[src/rtl/pfb_pkg.sv]
package pfb_pkg;

    typedef enum logic {
        BUS_NARROW = 1'b0,
        BUS_WIDE   = 1'b1
    } bus_shape_e;

    localparam int NARROW_WORD  = 36;
    localparam int NARROW_DEPTH = 32;
    localparam int WIDE_WORD    = 72;
    localparam int WIDE_DEPTH   = 16;
    localparam int AFULL_SLACK  = 4;

    function automatic int word_bits(bus_shape_e shape);
        return (shape == BUS_WIDE) ? WIDE_WORD : NARROW_WORD;
    endfunction

    function automatic int entry_count(bus_shape_e shape);
        return (shape == BUS_WIDE) ? WIDE_DEPTH : NARROW_DEPTH;
    endfunction

    typedef struct packed {
        logic push;
        logic pop;
        logic clear;
    } fifo_ops_t;

endpackage

[src/rtl/pfb_storage.sv]
module pfb_storage #(
    parameter int WORD_W = 36,
    parameter int DEPTH  = 32,
    localparam int AW    = $clog2(DEPTH)
) (
    input  logic              clk,
    input  logic              we,
    input  logic [AW-1:0]     waddr,
    input  logic [WORD_W-1:0] wdata,
    input  logic [AW-1:0]     raddr,
    output logic [WORD_W-1:0] rdata
);

    logic [WORD_W-1:0] mem [DEPTH];

    always_ff @(posedge clk) begin
        if (we) begin
            mem[waddr] <= wdata;
        end
    end

    // Head word falls through so the reader sees it without a request.
    assign rdata = mem[raddr];

endmodule

[src/rtl/pfb_ptr_ctrl.sv]
module pfb_ptr_ctrl
    import pfb_pkg::*;
#(
    parameter int DEPTH = 32,
    localparam int AW   = $clog2(DEPTH),
    localparam int CW   = $clog2(DEPTH + 1)
) (
    input  logic          clk,
    input  logic          rst,
    input  fifo_ops_t     ops,
    output logic [AW-1:0] wptr,
    output logic [AW-1:0] rptr,
    output logic [CW-1:0] occ,
    output logic [CW-1:0] occ_nxt
);

    always_comb begin
        occ_nxt = occ;
        if (ops.clear) begin
            occ_nxt = '0;
        end else begin
            unique case ({ops.push, ops.pop})
                2'b10:   occ_nxt = occ + 1'b1;
                2'b01:   occ_nxt = occ - 1'b1;
                default: occ_nxt = occ;
            endcase
        end
    end

    always_ff @(posedge clk) begin
        if (rst || ops.clear) begin
            wptr <= '0;
            rptr <= '0;
            occ  <= '0;
        end else begin
            if (ops.push) wptr <= wptr + 1'b1;
            if (ops.pop)  rptr <= rptr + 1'b1;
            occ <= occ_nxt;
        end
    end

endmodule

[src/rtl/pfb_flag_gen.sv]
module pfb_flag_gen
    import pfb_pkg::*;
#(
    parameter int DEPTH = 32,
    localparam int CW   = $clog2(DEPTH + 1)
) (
    input  logic          clk,
    input  logic          rst,
    input  logic          clear,
    input  logic          hold,
    input  logic [CW-1:0] occ,
    input  logic [CW-1:0] occ_nxt,
    output logic          full_n,
    output logic          afull_n,
    output logic          empty_n
);

    localparam logic [CW-1:0] DEPTH_C = CW'(DEPTH);
    localparam logic [CW-1:0] SLACK_C = CW'(AFULL_SLACK);

    // Burst gate: opens when the buffer reaches full, closes when it drains.
    logic          gate_open;
    logic [CW-1:0] free_slots;

    always_ff @(posedge clk) begin
        if (rst || clear) begin
            gate_open <= 1'b0;
        end else if (occ_nxt == DEPTH_C) begin
            gate_open <= 1'b1;
        end else if (occ_nxt == '0) begin
            gate_open <= 1'b0;
        end
    end

    assign free_slots = DEPTH_C - occ;
    assign full_n     = (occ != DEPTH_C);
    assign afull_n    = (free_slots > SLACK_C);
    assign empty_n    = (occ != '0) && (!hold || gate_open);

endmodule

[src/rtl/pfifo_top.sv]
module pfifo_top
    import pfb_pkg::*;
#(
    parameter bus_shape_e SHAPE = BUS_NARROW,
    localparam int WORD_W = word_bits(SHAPE),
    localparam int DEPTH  = entry_count(SHAPE),
    localparam int AW     = $clog2(DEPTH),
    localparam int CW     = $clog2(DEPTH + 1)
) (
    input  logic              clk,
    input  logic              rst,
    input  logic              flush,
    input  logic              hold,
    input  logic              wr_en,
    input  logic [WORD_W-1:0] wr_data,
    output logic              full_n,
    output logic              afull_n,
    input  logic              rd_en,
    output logic [WORD_W-1:0] rd_data,
    output logic              empty_n
);

    fifo_ops_t     ops;
    logic [AW-1:0] wptr;
    logic [AW-1:0] rptr;
    logic [CW-1:0] occ;
    logic [CW-1:0] occ_nxt;

    // Accesses against a blocking flag are dropped; flush overrides both.
    always_comb begin
        ops.clear = flush;
        ops.push  = wr_en && full_n && !flush;
        ops.pop   = rd_en && empty_n && !flush;
    end

    pfb_ptr_ctrl #(.DEPTH(DEPTH)) u_ctrl (
        .clk     (clk),
        .rst     (rst),
        .ops     (ops),
        .wptr    (wptr),
        .rptr    (rptr),
        .occ     (occ),
        .occ_nxt (occ_nxt)
    );

    pfb_storage #(.WORD_W(WORD_W), .DEPTH(DEPTH)) u_mem (
        .clk   (clk),
        .we    (ops.push),
        .waddr (wptr),
        .wdata (wr_data),
        .raddr (rptr),
        .rdata (rd_data)
    );

    pfb_flag_gen #(.DEPTH(DEPTH)) u_flags (
        .clk     (clk),
        .rst     (rst),
        .clear   (flush),
        .hold    (hold),
        .occ     (occ),
        .occ_nxt (occ_nxt),
        .full_n  (full_n),
        .afull_n (afull_n),
        .empty_n (empty_n)
    );

endmodule

[config.mk]
export PLATFORM = sky130hd
export DESIGN_NAME = pfifo_top
export DESIGN_NICKNAME = d
export VERILOG_FILES = /design/src/rtl/pfb_pkg.sv /design/src/rtl/pfb_storage.sv /design/src/rtl/pfb_ptr_ctrl.sv /design/src/rtl/pfb_flag_gen.sv /design/src/rtl/pfifo_top.sv
export SDC_FILE = /design/constraint.sdc
export NUM_CORES = 1
export LEC_CHECK = 0
export BUFFER_PORTS_ARGS = -buffer_cell sky130_fd_sc_hd__buf_2
export CORE_AREA = 4 4 325 327
export DETAILED_ROUTE_END_ITERATION = 12
export DIE_AREA = 0 0 329 331
export HOLD_SLACK_MARGIN = 0.03
export PLACE_DENSITY_LB_ADDON = 0.12
export SLEW_MARGIN = 20
export SYNTH_ARGS = -nofsm -noshare
export SYNTH_HDL_FRONTEND = slang
export SYNTH_HIERARCHICAL = 1
export SYNTH_SLANG_ARGS = --single-unit
[constraint.sdc]
create_clock -name clk -period 4.2 [get_ports clk]
set_clock_uncertainty 0.1 [all_clocks]
set_input_delay 0.21 -clock clk [delete_from_list [all_inputs] [get_ports clk]]
set_output_delay 0.21 -clock clk [all_outputs]
set_load 0.02 [all_outputs]
======== Word level (Yosys, flattened, before mapping) ========
Memory sizes are Yosys's and may differ from the RTL's. A register that Yosys moved wholly into a read port is not among the register bits.
Cells that the tools add are included.
word-level totals
  register bits after elaboration ......... 17
  memory bits (writable) .................. 1152
  bits of input ports ..................... 42
  word-level logic and storage cells ...... 35
  memories kept ........................... 1
operators by class
  add/subtract/negate cells ............... 5
  $lt $le $gt $ge ......................... 1
  equality and inequality tests ........... 4
  muxes and demuxes ....................... 8
  reduce and logical (&&, ||, !) cells .... 12
memory list
  memory     words  width  rd ports  clocked after memory_dff  wr ports  RTL line           source
  u_mem.mem  32     36     1         1                         1         pfb_storage.sv:14  logic [WORD_W-1:0] mem [DEPTH];
operator list
  cell                 number
  $pmux 6 s2           1
  $add 5x1->5 const B  2
  $mux 5               2
  $add 6x1->6 const B  1
  $eq 6x6->1 const B   1
  $gt 6x3->1 const B   1
  $logic_not 6->1      1
  $mux 6               1
  $ne 6x6->1 const B   1
  $reduce_bool 6->1    1
  $sub 6x1->6 const B  1
  $sub 6x6->6 const A  1
  $logic_and 1x1->1    5
  $mux 1               4
  $eq 2x1->1 const B   1
  $eq 2x2->1 const B   1
  $logic_not 1->1      2
  $logic_or 1x1->1     2
  $reduce_bool 2->1    1

======== Logic depth before layout (Yosys ltp) ========
  depth after elaboration ................. 11
  depth in mapped cells ................... 16
  depth with buffers taken out ............ 14

======== Cells and area by module ========
Netlist, hierarchy kept.
modules (own cells, without submodules)
  module        instances  cells each  area each (µm²)  sequential area each (µm²)
  pfb_storage   1          2500        44863.0          34593.2
  pfb_ptr_ctrl  1          106         934.6            320.3
  pfb_flag_gen  1          14          118.9            20.0
  pfifo_top     1          2           17.5             0.0

======== Least setup slack after synthesis ========
No wires, ideal clock.
  path type ............................... register -> register
  start point ............................. reg u_ctrl.occ[3]
  end point ............................... reg u_flags.gate_open
  setup time .............................. 79 ps
  arrival ................................. 3521 ps
  data required time ...................... 4021 ps
  setup slack ............................. 500 ps
  stages on the path, launching flop included .. 17
  path buffers ............................ 2
  clock period less this slack ............ 3700 ps
  cells stage by stage .................... dfxtp_1 -> nor3_1 -> nand3_1 -> and3b_1 -> clkbuf_1 -> inv_1 -> ha_1 -> buf_2 -> xor2_1 -> ha_1 -> and2b_4 -> or4_1 -> and3b_1 -> nor3_1 -> nor4_4 -> a21o_2 -> a211oi_2
RTL lines
  what                      RTL line            source
  start: declaration        pfb_ptr_ctrl.sv:13  output logic [CW-1:0] occ,
  start signal: assignment  pfb_ptr_ctrl.sv:38  occ <= occ_nxt;
  end signal: assignment    pfb_flag_gen.sv:27  gate_open <= 1'b0;
  end signal: assignment    pfb_flag_gen.sv:29  gate_open <= 1'b1;
  end signal: assignment    pfb_flag_gen.sv:31  gate_open <= 1'b0;
  end: declaration          pfb_flag_gen.sv:22  logic gate_open;

==> impl_metrics.py <==
metrics = {
    "timing": {
        "drv_slew": 0,
        "worst_pin_slew_ns": 1.06,
        "fmax_mhz": 257,
        "setup_viol": 0,
        "fin_crit_ns": 3.89,
        "hold_viol_final": 0,
        "fin_setup_tns_ns": 0,
        "rsz0062_at_grt": "false",
        "relSlewSlack": 0.293,
        "finalCritPeriodShare": 0.926,
    },
    "cts": {
        "cts_tree": "done",
        "clk_path_buf_depth": 3,
        "postCtsSetupBuffers": 0,
        "ctsRootBufferMaster": "clkbuf_16",
        "htree_levels": 3,
        "clock_latency_ns": 0.70,
        "cts.sinks": 1169,
        "clk_pin_slew_ns": 0.05,
        "cts_buffers": 121,
    },
    "drt": {
        "drt-initial-drc-count": 2074,
        "via_per_inst": 5.69,
        "wl_um": 119000,
        "ant_nets": 0,
        "drc": 0,
        "first_pass_iters": 6,
        "wl_per_cell_um": 27.6,
        "num_vias": 24500,
    },
    "synth": {
        "synthTopCellsByArea": "edfxtp_1, mux2i_1, a22oi_1, a22o_1, a21oi_1",
        "netlist_area_sq_um": 45900,
        "yosysSeqAreaShare": 0.761,
        "ys_ff_latch": 1169,
        "syn_nets": 2669,
        "synth_edf_count": 1152,
        "ys.flop_type": "edfxtp_1",
        "synth_area_per_cell_sq_um": 17.5,
        "postSynthCellCount": 2622,
        "synth_warnings": 6,
        "yosysTopAreaCell": "edfxtp_1",
        "ys_async_sr_fraction": 0,
        "ys_types": 52,
        "synth_top_area_share": 0.753,
    },
    "global_routing": {
        "grt_overflow": 0,
        "grt_use_total": 0.216,
        "antenna_found_initial": 3,
        "grt_pass1_vias": 24400,
        "grt_max_degree": 94,
        "grt_pass1_wl_um": 170000,
    },
    "critical_path": {
        "crit_path_end_kind": "flip-flop",
        "critical_path_buf_inv_count": 0,
        "worstPathRequired_ns": 4.71,
        "cp_slowest_cell": "dfxtp_1",
        "crit_fanout": 11,
        "cp_data_arrival_time_ns": 4.40,
        "cpLargestDelayFamily": "simple AND/OR/NAND/NOR gates",
        "worstSetupStartpointType": "flip-flop",
        "crit_type": "reg2reg",
        "cp_cell_sequence": "nor3_1 > a32oi_1 > and3b_1 > ha_2 > xor2_1 > ha_1 > and2b_4 > or4_1 > and3b_1 > nor3_1 > nor4_4 > a21o_2 > a211oi_2",
        "crit_path_max_incr_delay_ns": 0.52,
    },
    "place": {
        "placed_cells": 4038,
        "gp_congestion": 0.798,
        "port_buffers": 80,
        "place_hpwl_um": 63600,
    },
    "final_layout": {
        "final_nets": 2867,
        "final_cells": 4302,
        "final_layout_size_suffix_gt1_frac": 0.140,
        "area.growth.synth_to_final_pct": 15.2,
    },
    "floorplan": {
        "core-area_sq_um": 103000,
        "initial_core_util": 0.446,
        "io_pins": 81,
        "die_x_um": 329,
        "die_h_um": 331,
        "placementRows": 118,
        "die_area_sq_um": 109000,
    },
    "run_status": {
        "outcome": "completed",
    },
    "pwr": {
        "power.density_nw_per_um2": 452,
        "ir_worst_vdd_mv": 0.307,
        "p_leak_uw": 0.0159,
    },
    "run": {
        "cap_violations": 0,
    },
    "hold_path": {
        "hp-class": "in2reg",
    },
}
[cells by family after synthesis]
logic type,after synthesis,synth area share
AOI/OAI and AO/OA,340,0.0508
buffers and inverters,155,0.0212
DFF,1169,0.761
and+or+nand+nor,358,0.0367
xor gates and xnor gates,11,0.00210
adders and majority gates,5,0.00136
muxes,584,0.127
[synthesized netlist by cell type, drive strengths merged (8+ instances only)]
master and n:
a31oi 36, a22o 72, dfxtp 17, a22oi 108
buf 104, nand3 113, a21oi 112, nor3 41
edfxtp 1152, mux2i 581, clkbuf 46, nor2 53
nand2 115, xor2 8
[where the power goes]
group / leakage (uW) / internal, uW / switching [uW]
clock network: 0.00194 / 6350 / 4340
logic: 0.00350 / 104 / 276
registers: 0.0105 / 12800 / 6.97
[metal layers]
metal,routed length [um],vias up,GRT usage
met5,21,-,0
met4,2700,4,0.0583
met3,6250,164,0.0323
met2,56700,704,0.355
met1,53000,12800,0.303
li1,-,10800,-
[state kept, by name (all words and copies together) (netlist names)]
name / count
u_mem/mem: 1152
u_ctrl/occ: 6
u_ctrl/rptr: 5
u_ctrl/wptr: 5
u_flags/gate_open: 1
[placed cells by master (no fill, tap or decap), drive strengths merged, types with 41 or more instances in the layout]
cell    instances
clkbuf        157
nor2           53
buf           186
nand3         113
a22o           72
a22oi         108
nor3           41
a21oi         112
clkinv         49
nand2         115
mux2i         581
edfxtp       1152
[timing repair]
action,4_1_cts,5_1_grt
hold buffers,39,0
gates resized for setup,0,2
setup endpoints to repair,0,1
hold endpoints to repair,1169,0
[cell type report]
type | instances | area, sq um
Fill cell | 8369 | 50000
Sequential cell | 1169 | 34900
Multi-Input combinational cell | 1298 | 10300
Clock buffer | 157 | 3260
Timing Repair Buffer | 225 | 1950
Tap cell | 1380 | 1730
Clock inverter | 67 | 729
Inverter | 5 | 18.8
Antenna cell | 1 | 2.50
[path summary, 6_finish.rpt]
kind | cells past startpoint | from | endpoint | slack [ns]
worst max-delay path | 13 | u_ctrl/occ[2] | u_flags/gate_open | 0.31
worst min-delay path | 5 | wr_en | u_ctrl/wptr[0] | 0.09
worst max register to register | 13 | u_ctrl/occ[2] | u_flags/gate_open | 0.31
worst min register to register | 2 | u_ctrl/occ[5] | u_ctrl/occ[5] | 0.45
[through the flow]
step	worst slack, ns	hold WS (ns)	util	area, sq um	power [uW]
2_1_floorplan	0.500	0.175	-	45900	13200
3_3_place_gp	0.499	0.343	0.472	48500	13400
3_5_place_dp	0.310	0.362	0.472	48500	13400
4_1_cts	0.284	0.0367	0.514	52900	24100
5_1_grt	0.0774	0.117	0.514	52900	24600
6_report	0.311	0.0923	0.514	52900	23900
[worst reg2reg max path, cell delays in order, from the launching register on]
cell      delay (ns)
dfxtp_1         0.52
nor3_1          0.13
a32oi_1         0.23
and3b_1         0.41
ha_2            0.35
xor2_1          0.10
ha_1            0.25
and2b_4         0.18
or4_1           0.51
and3b_1         0.22
nor3_1          0.30
nor4_4          0.07
a21o_2          0.22
a211oi_2        0.21
(Power assumes the default switching activity.)
